--- config.mk ---
export PLATFORM = sky130hd
export DESIGN_NAME = can_fault_confine
export DESIGN_NICKNAME = d
export VERILOG_FILES = /design/src/rtl/can_fc_pkg.sv /design/src/rtl/fc_sat_cnt.sv /design/src/rtl/fc_warn.sv /design/src/rtl/fc_fsm.sv /design/src/rtl/can_fault_confine.sv
export SDC_FILE = /design/constraint.sdc
export NUM_CORES = 1
export LEC_CHECK = 0
export ABC_CLOCK_PERIOD_IN_PS = 6800
export BUFFER_PORTS_ARGS = -buffer_cell sky130_fd_sc_hd__buf_4
export CORE_ASPECT_RATIO = 0.6
export CORE_MARGIN = 2
export CORE_UTILIZATION = 45
export CTS_CLUSTER_SIZE = 10
export DETAILED_ROUTE_END_ITERATION = 16
export PLACE_DENSITY = 0.69
export SYNTH_ARGS = -nofsm -noshare
export SYNTH_HDL_FRONTEND = slang
export SYNTH_SLANG_ARGS = --single-unit
--- constraint.sdc ---
create_clock -name clk -period 6.8 [get_ports clk]
set_input_delay 1.36 -clock clk [delete_from_list [all_inputs] [get_ports clk]]
set_output_delay 1.36 -clock clk [all_outputs]
set_load 0.1 [all_outputs]
--- src/rtl/can_fc_pkg.sv ---
package can_fc_pkg;
    typedef enum logic [2:0] {
        FC_ACTIVE    = 3'd0,
        FC_HOLD      = 3'd1,
        FC_BOFF_HOLD = 3'd2,
        FC_RECOVER   = 3'd3,
        FC_PEND1     = 3'd4,
        FC_WAIT1     = 3'd5
    } fc_state_e;

    localparam logic [1:0] SEL_LIMIT = 2'd0;
    localparam logic [1:0] SEL_RXC   = 2'd1;
    localparam logic [1:0] SEL_TXC   = 2'd2;
endpackage

--- src/rtl/fc_sat_cnt.sv ---
module fc_sat_cnt #(
    parameter int CNT_W = 8,
    parameter int AMT_W = 4
) (
    input  logic             clk,
    input  logic             rst_n,
    input  logic             load,
    input  logic [CNT_W-1:0] load_val,
    input  logic             inc,
    input  logic [AMT_W-1:0] amt,
    input  logic             dec,
    output logic [CNT_W-1:0] cnt
);
    localparam logic [CNT_W:0] MAX_EXT = {1'b0, {CNT_W{1'b1}}};

    logic [CNT_W:0] sum;

    always_comb begin
        sum = {1'b0, cnt} + {{(CNT_W + 1 - AMT_W){1'b0}}, amt};
    end

    always_ff @(posedge clk or negedge rst_n) begin
        if (!rst_n) begin
            cnt <= '0;
        end else if (load) begin
            cnt <= load_val;
        end else if (inc) begin
            cnt <= (sum > MAX_EXT) ? MAX_EXT[CNT_W-1:0] : sum[CNT_W-1:0];
        end else if (dec && cnt != '0) begin
            cnt <= cnt - 1'b1;
        end
    end
endmodule

--- src/rtl/fc_warn.sv ---
module fc_warn #(
    parameter int           CNT_W   = 8,
    parameter logic [CNT_W-1:0] EWL_RST = 8'd96
) (
    input  logic             clk,
    input  logic             rst_n,
    input  logic             wr_lim,
    input  logic [CNT_W-1:0] wr_data,
    input  logic             live,
    input  logic [CNT_W-1:0] rx_cnt,
    input  logic [CNT_W-1:0] tx_cnt,
    output logic [CNT_W-1:0] ewl,
    output logic             warn,
    output logic             irq
);
    logic lvl;

    always_comb begin
        lvl = (rx_cnt >= ewl) || (tx_cnt >= ewl);
    end

    always_ff @(posedge clk or negedge rst_n) begin
        if (!rst_n) begin
            ewl  <= EWL_RST;
            warn <= 1'b0;
            irq  <= 1'b0;
        end else begin
            if (wr_lim) begin
                ewl <= wr_data;
            end
            if (live) begin
                irq  <= (lvl != warn);
                warn <= lvl;
            end else begin
                irq <= 1'b0;
            end
        end
    end
endmodule

--- src/rtl/fc_fsm.sv ---
module fc_fsm
    import can_fc_pkg::*;
#(
    parameter int CNT_W = 8
) (
    input  logic             clk,
    input  logic             rst_n,
    input  logic             rst_mode_i,
    input  logic             wr_en_i,
    input  logic [1:0]       wr_sel_i,
    input  logic [CNT_W-1:0] wr_data_i,
    input  logic             bus_free_i,
    input  logic [CNT_W-1:0] tx_cnt,
    input  logic             tx_ovf,
    output logic             busoff_o,
    output logic             busoff_irq_o,
    output logic             force_o,
    output logic             live_o,
    output logic             run_o,
    output logic             bf_dec_o,
    output logic             tx_load_o,
    output logic [CNT_W-1:0] tx_val_o,
    output logic             rx_load_o,
    output logic [CNT_W-1:0] rx_val_o,
    output logic             wr_lim_o
);
    localparam logic [CNT_W-1:0] CNT_MAX   = {CNT_W{1'b1}};
    localparam logic [CNT_W-1:0] BOFF_LOAD = {1'b0, {(CNT_W-1){1'b1}}};

    fc_state_e state, state_n;
    logic mode_rst, hold, wr_ok, wr_tx, wr_rx, tx_full, enter_boff;

    function automatic logic is_boff(fc_state_e s);
        return (s == FC_BOFF_HOLD) || (s == FC_RECOVER);
    endfunction

    always_comb begin
        mode_rst = rst_mode_i | force_o;
        hold     = (state == FC_HOLD) || (state == FC_BOFF_HOLD) || (state == FC_PEND1);
        wr_ok    = wr_en_i & hold & mode_rst;
        wr_tx    = wr_ok & (wr_sel_i == SEL_TXC);
        wr_rx    = wr_ok & (wr_sel_i == SEL_RXC);
        tx_full  = (tx_cnt == CNT_MAX);
    end

    // next-state logic
    always_comb begin
        state_n    = state;
        enter_boff = 1'b0;
        unique case (state)
            FC_ACTIVE: begin
                if (tx_ovf) begin
                    state_n    = FC_BOFF_HOLD;
                    enter_boff = 1'b1;
                end else if (mode_rst) begin
                    state_n = FC_HOLD;
                end
            end
            FC_HOLD: begin
                if (!mode_rst) begin
                    if (tx_full) begin
                        state_n    = FC_BOFF_HOLD;
                        enter_boff = 1'b1;
                    end else begin
                        state_n = FC_ACTIVE;
                    end
                end
            end
            FC_BOFF_HOLD: begin
                if (wr_tx && wr_data_i != CNT_MAX) begin
                    state_n = FC_PEND1;
                end else if (!mode_rst) begin
                    state_n = FC_RECOVER;
                end
            end
            FC_RECOVER: begin
                if (mode_rst) begin
                    state_n = FC_BOFF_HOLD;
                end else if (bus_free_i && tx_cnt == '0) begin
                    state_n = FC_ACTIVE;
                end
            end
            FC_PEND1: begin
                if (!mode_rst) begin
                    if (tx_full) begin
                        state_n    = FC_BOFF_HOLD;
                        enter_boff = 1'b1;
                    end else begin
                        state_n = FC_WAIT1;
                    end
                end
            end
            FC_WAIT1: begin
                if (mode_rst) begin
                    state_n = FC_PEND1;
                end else if (bus_free_i) begin
                    state_n = FC_ACTIVE;
                end
            end
            default: state_n = FC_ACTIVE;
        endcase
    end

    // state register
    always_ff @(posedge clk or negedge rst_n) begin
        if (!rst_n) begin
            state        <= FC_ACTIVE;
            force_o      <= 1'b0;
            busoff_irq_o <= 1'b0;
        end else begin
            state        <= state_n;
            busoff_irq_o <= is_boff(state_n) != is_boff(state);
            if (enter_boff) begin
                force_o <= 1'b1;
            end else if (rst_mode_i) begin
                force_o <= 1'b0;
            end
        end
    end

    // outputs
    always_comb begin
        busoff_o  = is_boff(state);
        live_o    = (state == FC_ACTIVE) || (state == FC_RECOVER) || (state == FC_WAIT1);
        run_o     = (state == FC_ACTIVE);
        bf_dec_o  = (state == FC_RECOVER) && !mode_rst && bus_free_i && (tx_cnt != '0);
        tx_load_o = enter_boff | (wr_tx & ((state != FC_BOFF_HOLD) | (wr_data_i != CNT_MAX)));
        tx_val_o  = enter_boff ? BOFF_LOAD : wr_data_i;
        rx_load_o = enter_boff | (wr_rx & (state != FC_BOFF_HOLD));
        rx_val_o  = enter_boff ? '0 : wr_data_i;
        wr_lim_o  = wr_ok & (wr_sel_i == SEL_LIMIT);
    end
endmodule

--- src/rtl/can_fault_confine.sv ---
module can_fault_confine #(
    parameter int               CNT_W   = 8,
    parameter int               AMT_W   = 4,
    parameter logic [CNT_W-1:0] EWL_RST = 8'd96
) (
    input  logic             clk,
    input  logic             rst_n,
    input  logic             rst_mode_i,
    input  logic             rx_inc_i,
    input  logic [AMT_W-1:0] rx_inc_amt_i,
    input  logic             rx_dec_i,
    input  logic             tx_inc_i,
    input  logic [AMT_W-1:0] tx_inc_amt_i,
    input  logic             tx_dec_i,
    input  logic             bus_free_i,
    input  logic             wr_en_i,
    input  logic [1:0]       wr_sel_i,
    input  logic [CNT_W-1:0] wr_data_i,
    output logic [CNT_W-1:0] rx_cnt_o,
    output logic [CNT_W-1:0] tx_cnt_o,
    output logic [CNT_W-1:0] ewl_o,
    output logic             warn_o,
    output logic             warn_irq_o,
    output logic             busoff_o,
    output logic             busoff_irq_o,
    output logic             force_reset_o
);
    localparam logic [CNT_W:0] MAX_EXT = {1'b0, {CNT_W{1'b1}}};

    logic             run, live, bf_dec, tx_load, rx_load, wr_lim, tx_ovf;
    logic [CNT_W-1:0] tx_val, rx_val;
    logic [CNT_W:0]   tx_sum;

    always_comb begin
        tx_sum = {1'b0, tx_cnt_o} + {{(CNT_W + 1 - AMT_W){1'b0}}, tx_inc_amt_i};
        tx_ovf = run && tx_inc_i && (tx_sum > MAX_EXT);
    end

    fc_fsm #(.CNT_W(CNT_W)) u_fsm (
        .clk          (clk),
        .rst_n        (rst_n),
        .rst_mode_i   (rst_mode_i),
        .wr_en_i      (wr_en_i),
        .wr_sel_i     (wr_sel_i),
        .wr_data_i    (wr_data_i),
        .bus_free_i   (bus_free_i),
        .tx_cnt       (tx_cnt_o),
        .tx_ovf       (tx_ovf),
        .busoff_o     (busoff_o),
        .busoff_irq_o (busoff_irq_o),
        .force_o      (force_reset_o),
        .live_o       (live),
        .run_o        (run),
        .bf_dec_o     (bf_dec),
        .tx_load_o    (tx_load),
        .tx_val_o     (tx_val),
        .rx_load_o    (rx_load),
        .rx_val_o     (rx_val),
        .wr_lim_o     (wr_lim)
    );

    fc_sat_cnt #(.CNT_W(CNT_W), .AMT_W(AMT_W)) u_rx_cnt (
        .clk      (clk),
        .rst_n    (rst_n),
        .load     (rx_load),
        .load_val (rx_val),
        .inc      (rx_inc_i & run),
        .amt      (rx_inc_amt_i),
        .dec      (rx_dec_i & run),
        .cnt      (rx_cnt_o)
    );

    fc_sat_cnt #(.CNT_W(CNT_W), .AMT_W(AMT_W)) u_tx_cnt (
        .clk      (clk),
        .rst_n    (rst_n),
        .load     (tx_load),
        .load_val (tx_val),
        .inc      (tx_inc_i & run),
        .amt      (tx_inc_amt_i),
        .dec      ((tx_dec_i & run) | bf_dec),
        .cnt      (tx_cnt_o)
    );

    fc_warn #(.CNT_W(CNT_W), .EWL_RST(EWL_RST)) u_warn (
        .clk     (clk),
        .rst_n   (rst_n),
        .wr_lim  (wr_lim),
        .wr_data (wr_data_i),
        .live    (live),
        .rx_cnt  (rx_cnt_o),
        .tx_cnt  (tx_cnt_o),
        .ewl     (ewl_o),
        .warn    (warn_o),
        .irq     (warn_irq_o)
    );
endmodule

[After elaboration in Yosys (flattened, before gate mapping)]
Index checks and enable logic that the tools add are counted.
Cells by class
  bitwise operators: 16
  reductions and logical operators: 26
  div/mod/pow operators: 0
  $lt $le $gt $ge: 4
  muxes and demuxes: 30
  $add $sub $neg: 4
  equality and inequality tests: 14
  $mul: 0
  shifts and indexed selects: 0
Operators with widths (number)
  8-bit two-way mux: 10
  3-bit two-way mux: 11
  8-bit by 4-bit adder with 9-bit output: 2
  9-bit by 8-bit greater-than comparator with 1-bit output (second input constant): 2
  3-bit one-hot mux with 6 select lines: 1
  8-bit greater-or-equal comparator: 2
  8-bit nonzero test: 2
  8-bit by 1-bit subtractor with 8-bit output (second input constant): 2
  3-bit by 2-bit equality test with 1-bit output (second input constant): 4
  1-bit bitwise AND: 11
  1-bit logical AND: 9
  8-bit equality test (second input constant): 1
  8-bit logical NOT: 1
  8-bit inequality test (second input constant): 1
  1-bit logical OR: 7
  3-bit equality test (second input constant): 2
  1-bit two-way mux: 6
  3-bit nonzero test: 2
  1-bit bitwise OR: 5
  3-bit by 1-bit equality test with 1-bit output (second input constant): 1
  3-bit logical NOT: 1
  3-bit by 2-bit inequality test with 1-bit output (second input constant): 1
  2-bit by 1-bit equality test with 1-bit output (second input constant): 1
  2-bit equality test (second input constant): 1
  other kinds (7): 8
Storage, ports and cells
  bits in latches: 0
  memories kept: 0
  input port bits: 27
  bits in registers: 31
  output and inout port bits: 29
  logic and storage cells: 102
  bits in writable memories: 0
  bits in read-only memories: 0

[Longest topological paths before layout]
Gate-level depths: netlist of the first run.
  depth after elaboration: 12
  depth in mapped cells: 9
  gate-level depth less buffers: 8

[Hierarchy]
Synthesis of the first run repeated with hierarchy kept, for this count alone.
Second synthesis, totals
  cells, all modules: 373
  area total of the unflattened synthesis: 3166.8 um^2
Modules (own cells, without submodules)
  fc_sat_cnt: times used 2, cells an instance 102, area each 864.6 um^2
  fc_warn: times used 1, cells an instance 75, area each 728.2 um^2
  fc_fsm: times used 1, cells an instance 78, area each 578.1 um^2
  can_fault_confine: times used 1, cells an instance 16, area each 131.4 um^2

[Least setup slack after synthesis of the first run]
Ideal clock, no wire load.
  path kind: input port to flip-flop
  start point: in tx_inc_amt_i[0]
  end point: reg u_tx_cnt.cnt[1]
  data arrival time: 3388 ps
  setup time: 126 ps
  setup slack: 3286 ps
  required time: 6674 ps
  stages: 7
  cell sequence: ha_1 > fa_1 > and3_1 > o21a_1 > o21bai_1 > o2111ai_2 > mux2_2
On the way
  word-level cells in the longest chain between the ends: 7
  elaborated cells between the ends (all ways): 11
RTL lines
  start: declaration: RTL line can_fault_confine.sv:13  | input logic [AMT_W-1:0] tx_inc_amt_i,
  8-bit by 4-bit adder with 9-bit output (*): RTL line fc_sat_cnt.sv:19, can_fault_confine.sv:35
  9-bit by 8-bit greater-than comparator with 1-bit output: RTL line fc_sat_cnt.sv:28, can_fault_confine.sv:36
  1-bit logical AND: RTL line can_fault_confine.sv:36  | tx_ovf = run && tx_inc_i && (tx_sum > MAX_EXT);
  1-bit two-way mux: RTL line fc_fsm.sv:52  | if (tx_ovf) begin
  1-bit one-hot mux with 2 select lines: RTL line fc_fsm.sv:50  | unique case (state)
  1-bit bitwise OR or 8-bit two-way mux (tied branches): RTL line fc_fsm.sv:127, fc_fsm.sv:128
  3-bit nonzero test (no line) or 8-bit two-way mux (tied branches)
  end signal: assignment: RTL line fc_sat_cnt.sv:26  | cnt <= load_val;
  end signal: assignment: RTL line fc_sat_cnt.sv:28  | cnt <= (sum > MAX_EXT) ? MAX_EXT[CNT_W-1:0] : sum[CNT_W-1:0];
  end signal: assignment: RTL line fc_sat_cnt.sv:30  | cnt <= cnt - 1'b1;
  end: declaration: RTL line fc_sat_cnt.sv:12  | output logic [CNT_W-1:0] cnt
Every way passes the cells marked *; elsewhere a longest branch is shown, timed or not.
A chain may end at the register's enable or synchronous reset.

[Worst setup path after layout of the first run]
  start point: in tx_inc_amt_i[0]
  end point: reg u_tx_cnt.cnt[0]
The elaborated chain is that of the path after synthesis.

==> results of run 1 <==
-- cells in the mapped netlist (3+ instances only) --
cell type | n | area (um^2)
nor4_1 | 5 | 31.28
a311oi_1 | 3 | 26.28
o211ai_1 | 5 | 37.54
a31oi_1 | 6 | 37.54
mux2_2 | 6 | 67.56
nand2b_1 | 3 | 18.77
nand2_1 | 34 | 127.6
xor2_1 | 5 | 43.79
nor2_1 | 24 | 90.09
nand3_1 | 6 | 30.03
ha_1 | 28 | 350.3
or3_1 | 4 | 25.02
a211oi_1 | 5 | 37.54
buf_2 | 3 | 15.01
and2_1 | 3 | 18.77
a22o_1 | 3 | 26.28
clkbuf_1 | 7 | 26.28
nand4_1 | 6 | 37.54
inv_1 | 17 | 63.81
a21o_1 | 6 | 45.04
a21oi_1 | 18 | 90.09
o21a_1 | 5 | 37.54
o21bai_1 | 4 | 30.03
o21ai_0 | 32 | 160.2
nor3_1 | 10 | 50.05
xnor2_1 | 6 | 52.55
o22ai_1 | 4 | 25.02
dfrtp_1 | 29 | 725.7
-- critical path, delay by kind of cell --
family	cells	cell delay [ns]
AO/OA/AOI/OAI	3	1.22
adder cells (fa/ha/maj)	2	0.64
multiplexers	1	0.39
AND/OR/NAND/NOR	1	0.24
buffers and inverters	1	0.11
-- flip-flops by register name, summed over array words and instances (netlist names) --
register,count
u_fsm.busoff_irq_o,1
u_fsm.force_o,1
u_fsm.state,3
u_rx_cnt.cnt,8
u_tx_cnt.cnt,8
u_warn.ewl,8
u_warn.irq,1
u_warn.warn,1
-- logic make-up after synthesis --
logic type	after synthesis	share of synthesized area
AOI/OAI and AO/OA	116	0.2868
xor gates and xnor gates	11	0.03461
adders and majority gates	30	0.1402
buffers and inverters	27	0.03775
DFF	31	0.2796
muxes	6	0.02427
and+or+nand+nor	108	0.1969
-- metrics by stage --
| stage | setup WS, ns | instance area [um^2] |
|---|---|---|
| detailed placement | 2.777 | 3276 |
| floorplan | 3.286 | 2784 |
| finish | 3.022 | 3376 |
| global placement | 2.805 | 3276 |
| global route | 2.875 | 3376 |
| CTS | 3.065 | 3376 |
-- per-layer routing --
layer,global-route usage,up-vias,share of wire
li1,-,1361,-
met1,0.3822,1322,0.51
met2,0.3137,146,0.39
met3,0.05835,0,0.10
met4,0.02961,0,0
met5,0,-,0
-- worst min path at each step --
stage / start / end / cells after the start
floorplan: u_fsm.state[2]$_DFF_PN0_ / u_warn.irq$_DFF_PN0_ / 2
global placement: u_warn.ewl[5]$_DFFE_PN1P_ / u_warn.ewl[5]$_DFFE_PN1P_ / 2
detailed placement: u_warn.ewl[5]$_DFFE_PN1P_ / u_warn.ewl[5]$_DFFE_PN1P_ / 2
CTS: u_warn.ewl[5]$_DFFE_PN1P_ / u_warn.ewl[5]$_DFFE_PN1P_ / 2
global route: u_warn.ewl[5]$_DFFE_PN1P_ / u_warn.ewl[5]$_DFFE_PN1P_ / 2
finish: u_warn.ewl[5]$_DFFE_PN1P_ / u_warn.ewl[5]$_DFFE_PN1P_ / 2
-- cell type report --
class	instances	area (um^2)	area share
Clock buffer	8	100.1	0.02965
Sequential cell	31	778.2	0.2305
Tap cell	84	105.1	0.03113
Timing Repair Buffer	57	427.9	0.1268
Multi-Input combinational cell	271	1901	0.5630
Inverter	17	63.81	0.01890
==> results.toml, run 1 <==
[route]
wl_mm = 8.043
via_count = 2829
first_iter_violations = 200
via_per_inst = 6.045
wire_per_inst_um = 17.19
ant_nets = 0
drc = 0
dr.pass1.iters = 5

[sta]
holdWs_ns = 0.5775
slew_headroom = 0.4471
worst_slew_pin_slew_ns = 0.8271
rsz0062_at_grt = "no"
skew_ns = 0.009591
fin_crit_ns = 3.778
finalHoldViolCount = 0
setup_viol = 0
fmax_mhz = 264.7
tns_ns = 0
drv_slew = 0
fin_crit_sh = 0.5555

[yosys]
syn-num-nets = 386
async_reset_ff_frac = 1.000
synth.yosys.seq_area_share = 0.2796
ys.flop_type = "dfrtp_1"
avgSynthCellArea_um2 = 8.462
synthCells = 329
synth_seq_cells = 31
synth_cell_types = 57
yosysWarningCount = 0
synthesis.area_um2 = 2784
synth_enable_flop_cells = 0

[cts]
clock_sinks = 31
htreeDepth = 2
cts_tree = "built"
cts_hold_buffers = 0
clock_latency_ns = 0.29
root_buffer = "clkbuf_8"
clk_path_buf_depth = 2
cts_resized = 0
cts_setup_buffers = 0
clkTransAtPathRegs_ns = 0.06
tritoncts.num_buffers = 5

[setup_path]
arrival_ns = 3.94
cp_slowest_cell = "o21bai_1"
timing.rr.end = "u_tx_cnt.cnt[0]$_DFFE_PN0P_"
path_cells = "buf_4 > ha_1 > fa_1 > and3_1 > o21a_1 > o21bai_1 > o2111ai_2 > mux2_2"
r2r_slack_ns = 3.73
cp.required_ns = 6.97
startpoint = "tx_inc_amt_i[0]"
critical_path.max_fanout = 10
cp_slowest_stage_delay_ns = 0.53
critical_path_class = "input port to register"
timing.critical_path.to = "u_tx_cnt.cnt[0]$_DFFE_PN0P_"
cp-end-kind = "register"
cp-start-kind = "input port"
rr_startpoint = "u_tx_cnt.cnt[0]$_DFFE_PN0P_"
reg2reg_depth = 7

[floorplan]
die_h_um = 64.93
fp-row-count = 22
start_util = 0.4597
core_area_um2 = 6056
dieArea_um2 = 6852
boundaryPins = 56
die_w_um = 105.5

[final_layout]
utilization = 0.5574
areaGrowthSynthToFinish_pct = 21.26
drive_gt1_frac = 0.2188
fin_cells = 468
antenna_cells = 0
nNetsFinal = 440
final_common_cell = "buf_4"
fillers = 585
layout_common_cells = "buf_4, nand2_1, o21ai_0"

[global_route]
grt_max_degree = 32
grt_pass1_vias = 2409
antenna_found_initial = 0
grt_pass1_wl_mm = 12.59
grt_overflow = 0
grtUsageTotal = 0.2362

[place]
io_buffers = 55
place_inst = 460
hpwlAfterDp_mm = 6.259
place_congestion = 0.9318

[worst_hold_path]
hp-class = "register to register"

[status]
outcome = "completed"

[flow_run]
maxCapViolations = 0
Power of run 1 is left out: the tool's default activity adds up to more than one toggle a clock period on the data nets, which glitch-free logic cannot reach.
==> run 2: changes to the inputs <==
--- a/config.mk
+++ b/config.mk
@@ -5,14 +5,15 @@
 export SDC_FILE = /design/constraint.sdc
 export NUM_CORES = 1
 export LEC_CHECK = 0
-export ABC_CLOCK_PERIOD_IN_PS = 6800
+export ABC_AREA = 1
+export ABC_CLOCK_PERIOD_IN_PS = 3060
 export BUFFER_PORTS_ARGS = -buffer_cell sky130_fd_sc_hd__buf_4
 export CORE_ASPECT_RATIO = 0.6
 export CORE_MARGIN = 2
 export CORE_UTILIZATION = 45
 export CTS_CLUSTER_SIZE = 10
 export DETAILED_ROUTE_END_ITERATION = 16
-export PLACE_DENSITY = 0.69
+export PLACE_DENSITY = 0.71
 export SYNTH_ARGS = -nofsm -noshare
 export SYNTH_HDL_FRONTEND = slang
 export SYNTH_SLANG_ARGS = --single-unit
==> constraint.sdc (replaced) <==
create_clock -name clk -period 3.06 [get_ports clk]
set_input_delay 0.612 -clock clk [delete_from_list [all_inputs] [get_ports clk]]
set_output_delay 0.612 -clock clk [all_outputs]
set_load 0.1 [all_outputs]
==> results.toml, run 2 <==
[sta]
drv_slew = 0
skew_ns = 0.008153
setup_viol = 0
fin_crit_sh = 0.7864
rsz0062_at_grt = "no"
slew_headroom = 0.5406
worst_slew_pin_slew_ns = 0.6839
fin_crit_ns = 2.407
finalHoldViolCount = 0
fmax_mhz = 415.5
tns_ns = 0

[setup_path]
critical_path_buf_inv_count = 2
critical_path.max_fanout = 13
cp-end-kind = "register"
path_cells = "ha_1 > fa_1 > nand3_1 > nand2_1 > nand3_2 > nand2_4 > inv_2 > nand3_2 > inv_1 > nand2_1 > nand2_1"
arrival_ns = 2.63
critical_path_class = "register to register"
cp_slowest_cell = "dfrtp_1"
path_common_cell = "nand2_1"
cp-start-kind = "register"
cp.required_ns = 3.29
worst_path_dominant_cell_family = "simple AND/OR/NAND/NOR gates"
cp_slowest_stage_delay_ns = 0.43

[final_layout]
drive_gt1_frac = 0.1533
antenna_cells = 0
fillers = 689
nNetsFinal = 604
areaGrowthSynthToFinish_pct = 21.05
final_common_cell = "nand2_1"
reg_top3 = "u_rx_cnt.cnt (8), u_tx_cnt.cnt (8), u_warn.ewl (8)"
layout_common_cells = "nand2_1, inv_1, nor2_1"

[cts]
cts_resized = 0
clkTransAtPathRegs_ns = 0.06
clock_latency_ns = 0.29
cts_hold_buffers = 0
clock_sinks = 31
tritoncts.num_buffers = 5
htreeDepth = 2
cts_tree = "built"
root_buffer = "clkbuf_16"
clk_path_buf_depth = 2
cts_setup_buffers = 0

[global_route]
grt_max_degree = 32
grt_pass1_vias = 3013
grt_pass1_wl_mm = 15.15
grtUsageTotal = 0.2547
grt_overflow = 0
antenna_found_initial = 0

[place]
place_congestion = 0.9078
hpwlAfterDp_mm = 7.371
io_buffers = 55

[route]
wl_mm = 9.314
drc = 0
wire_per_inst_um = 14.67
ant_nets = 0
dr.pass1.iters = 5
via_count = 3387
first_iter_violations = 279
via_per_inst = 5.334

[yosys]
synth.yosys.seq_area_share = 0.2499
synth.most_common_cell = "nand2_1"
synth_top_area_frac = 0.2330
syn-num-nets = 548
yosysWarningCount = 0
async_reset_ff_frac = 1.000
ys.flop_type = "dfrtp_1"
ys_top_cells_by_count = "nand2_1, inv_1, nor2_1"
avgSynthCellArea_um2 = 6.343
yosysTopAreaCell = "dfrtp_1"
synth_area_leaders = "dfrtp_1, nand2_1, ha_1"
synth_seq_cells = 31
synth_enable_flop_cells = 0
synthesis.area_um2 = 3114
synthCells = 491
synth_cell_types = 36

[floorplan]
die_w_um = 111.4
boundaryPins = 56
core_area_um2 = 6676
dieArea_um2 = 7624
fp-row-count = 23
start_util = 0.4665
die_h_um = 68.44

[worst_hold_path]
hp-class = "input port to async pin"

[status]
outcome = "completed"

[flow_run]
maxCapViolations = 0
## run 2: area by class of cell
class / count / area (um^2) / share of cell area
Multi-Input combinational cell: 388 / 2048 / 0.5433
Sequential cell: 31 / 778.2 / 0.2064
Timing Repair Buffer: 55 / 412.9 / 0.1095
Inverter: 66 / 247.7 / 0.06572
Clock buffer: 6 / 138.9 / 0.03684
Tap cell: 87 / 108.9 / 0.02887
Clock inverter: 2 / 35.03 / 0.009293
## run 2: cells by family (layout without fill, tap and decap cells)
logic type / after synthesis / in the layout / share of synthesized area
AO/OA/AOI/OAI: 56 / 56 / 0.09683
adder cells (fa/ha/maj): 30 / 30 / 0.1254
AND/OR/NAND/NOR: 296 / 296 / 0.4186
buffers and inverters: 72 / 129 / 0.09241
flip-flops: 31 / 31 / 0.2499
XOR/XNOR: 6 / 6 / 0.01687
## run 2: per-layer routing
layer	track usage	vias up	wire length [um]
li1	-	1696	-
met1	0.3903	1533	4809
met2	0.3735	151	3717
met3	0.05580	7	735
met4	0.03241	0	52
met5	0	-	0
## run 2: worst paths after layout
check                                             from                          end  slack (ns)  cells after the start
setup / recovery           u_tx_cnt.cnt[0]$_DFFE_PN0P_  u_tx_cnt.cnt[4]$_DFFE_PN0P_        0.65                     11
hold / removal                                   rst_n    u_warn.ewl[2]$_DFFE_PN0P_        0.26                      1
setup reg to reg           u_tx_cnt.cnt[0]$_DFFE_PN0P_  u_tx_cnt.cnt[4]$_DFFE_PN0P_        0.65                     11
hold reg to reg              u_warn.ewl[3]$_DFFE_PN0P_    u_warn.ewl[3]$_DFFE_PN0P_        0.51                      2
max in group asynchronous                        rst_n    u_warn.ewl[6]$_DFFE_PN1P_        2.46                      1
min in group clk             u_warn.ewl[3]$_DFFE_PN0P_    u_warn.ewl[3]$_DFFE_PN0P_        0.51                      2
## run 2: per-stage QoR
step / util / setup WS, ns / hold slack, ns / cells / instance area (um^2)
6_report: 0.5647 / 0.6535 / 0.2597 / 635 / 3770
5_1_grt: 0.5647 / 0.4890 / 0.2956 / 635 / 3770
4_1_cts: 0.5647 / 0.6955 / 0.2753 / 635 / 3770
3_5_place_dp: 0.5386 / 0.4135 / 0.4975 / 627 / 3596
3_3_place_gp: 0.5386 / 0.5080 / 0.4907 / 627 / 3596
2_1_floorplan: - / 0.5037 / 0.3164 / 491 / 3114
## run 2: worst register-to-register path, delay by kind of cell (launching register included)
| family | cells | cell delay, ns |
|---|---|---|
| and+or+nand+nor | 7 | 0.96 |
| adders and majority gates | 2 | 0.63 |
| DFF | 1 | 0.43 |
| buffers and inverters | 2 | 0.33 |
Power of run 2 is left out for the same reason.
==> run 3: changes to the inputs <==
--- a/config.mk
+++ b/config.mk
@@ -6,7 +6,7 @@
 export NUM_CORES = 1
 export LEC_CHECK = 0
 export ABC_AREA = 1
-export ABC_CLOCK_PERIOD_IN_PS = 3060
+export ABC_CLOCK_PERIOD_IN_PS = 2080
 export BUFFER_PORTS_ARGS = -buffer_cell sky130_fd_sc_hd__buf_4
 export CORE_ASPECT_RATIO = 0.6
 export CORE_MARGIN = 2
==> constraint.sdc (replaced) <==
create_clock -name clk -period 2.08 [get_ports clk]
set_input_delay 0.416 -clock clk [delete_from_list [all_inputs] [get_ports clk]]
set_output_delay 0.416 -clock clk [all_outputs]
set_load 0.1 [all_outputs]
==> results.toml, run 3 (synthesized netlist as in run 2, its figures left out) <==
[status]
outcome = "completed"

[floorplan]
die_w_um = 111.4
boundaryPins = 56
start_util = 0.4665
dieArea_um2 = 7624
core_area_um2 = 6676
die_h_um = 68.44
fp-row-count = 23

[final_layout]
nNetsFinal = 630
areaGrowthSynthToFinish_pct = 30.49
final_common_cell = "nand2_1"
utilization = 0.6087
antenna_cells = 0
drive_gt1_frac = 0.2369
fin_cells = 661
reg_top3 = "u_rx_cnt.cnt (8), u_tx_cnt.cnt (8), u_warn.ewl (8)"
layout_common_cells = "nand2_1, buf_4, inv_1"
finalInstanceArea_um2 = 4064

[sta]
skew_ns = 0.007765
slew_headroom = 0.7151
setup_viol = 0
fmax_mhz = 492.7
drv_slew = 0
finalHoldViolCount = 0
fin_crit_sh = 0.9757
fin_crit_ns = 2.029
rsz0062_at_grt = "yes"
holdWs_ns = 0.07889
worst_slew_pin_slew_ns = 0.4273

[place]
place_congestion = 0.9725
hpwlAfterDp_mm = 7.526
io_buffers = 55
place_inst = 646
dpl_cell_area_um2 = 3790

[setup_path]
cp-end-kind = "register"
critical_path.max_fanout = 6
cp.required_ns = 2.28
cp-start-kind = "register"
arrival_ns = 2.23
critical_path_class = "register to register"

[cts]
tritoncts.num_buffers = 5
clk_path_buf_depth = 2
clock_sinks = 31
htreeDepth = 2
clkTransAtPathRegs_ns = 0.06
root_buffer = "clkbuf_16"
cts_tree = "built"
clock_latency_ns = 0.28
cts_hold_buffers = 0

[global_route]
grt_pass1_vias = 2986
antenna_found_initial = 0
grtUsageTotal = 0.2557
grt_overflow = 0
grt_max_degree = 32
grt_pass1_wl_mm = 15.27

[route]
wl_mm = 9.585
drc = 0
via_count = 3514
ant_nets = 0
dr.pass1.iters = 5
wire_per_inst_um = 14.50
first_iter_violations = 362
via_per_inst = 5.316

[worst_hold_path]
hp-class = "input port to async pin"

[flow_run]
maxCapViolations = 0
[run 3: routing by layer]
metal / wire, um / GRT usage / share of wire / up-vias
li1: - / - / - / 1748
met1: 4902 / 0.3894 / 0.51 / 1628
met2: 3893 / 0.3704 / 0.41 / 136
met3: 780 / 0.06643 / 0.081 / 2
met4: 8 / 0.03086 / 0.00083 / 0
met5: 0 / 0 / 0 / -
[run 3: per-stage QoR]
step,TNS [ns],setup WS [ns]
finish,0,0.05055
global route,-0.05440,-0.03104
CTS,0,0.002158
detailed placement,-0.2893,-0.04584
global placement,0,0.02709
floorplan,-0.05658,-0.01793
[run 3: final cells by class]
class | instances | area (um^2)
Clock inverter | 1 | 5.005
Sequential cell | 31 | 804.5
Clock buffer | 7 | 142.6
Timing Repair Buffer | 80 | 604.3
Fill cell | 630 | 2613
Multi-Input combinational cell | 389 | 2143
Inverter | 66 | 255.2
Tap cell | 87 | 108.9
[run 3: path summary, 6_finish.rpt]
kind                                                  start                           to  slack [ns]  depth (start not counted)
worst min register to register    u_warn.ewl[6]$_DFFE_PN1P_    u_warn.ewl[6]$_DFFE_PN1P_        0.51                          2
worst max register to register  u_tx_cnt.cnt[0]$_DFFE_PN0P_  u_rx_cnt.cnt[5]$_DFFE_PN0P_        0.05                         12
min in group clk                                 rst_mode_i    u_fsm.force_o$_DFFE_PN0P_        0.36                          2
max in group asynchronous                             rst_n  u_rx_cnt.cnt[1]$_DFFE_PN0P_        1.66                          1
worst max-delay path            u_tx_cnt.cnt[0]$_DFFE_PN0P_  u_rx_cnt.cnt[5]$_DFFE_PN0P_        0.05                         12
worst min-delay path                                  rst_n    u_warn.ewl[2]$_DFFE_PN0P_        0.08                          1
[run 3: what timing repair did]
item | CTS | global route
endpoints found under the setup margin | 9 | 16
resized for setup | 3 | 14
gates cloned | 1 | 0
buffers inserted | 0 | 6
pin swaps | 0 | 0
[run 3: critical path, cell delays in order (launching register included)]
cell	delay [ns]
dfrtp_4	0.50
ha_4	0.18
fa_2	0.34
nand3_2	0.10
nand2_4	0.08
nand3_4	0.11
nand2_8	0.09
inv_8	0.07
buf_6	0.11
nand3b_4	0.13
nand2_1	0.09
nor2_1	0.05
nor2_1	0.09
Power of run 3 is left out for the same reason.
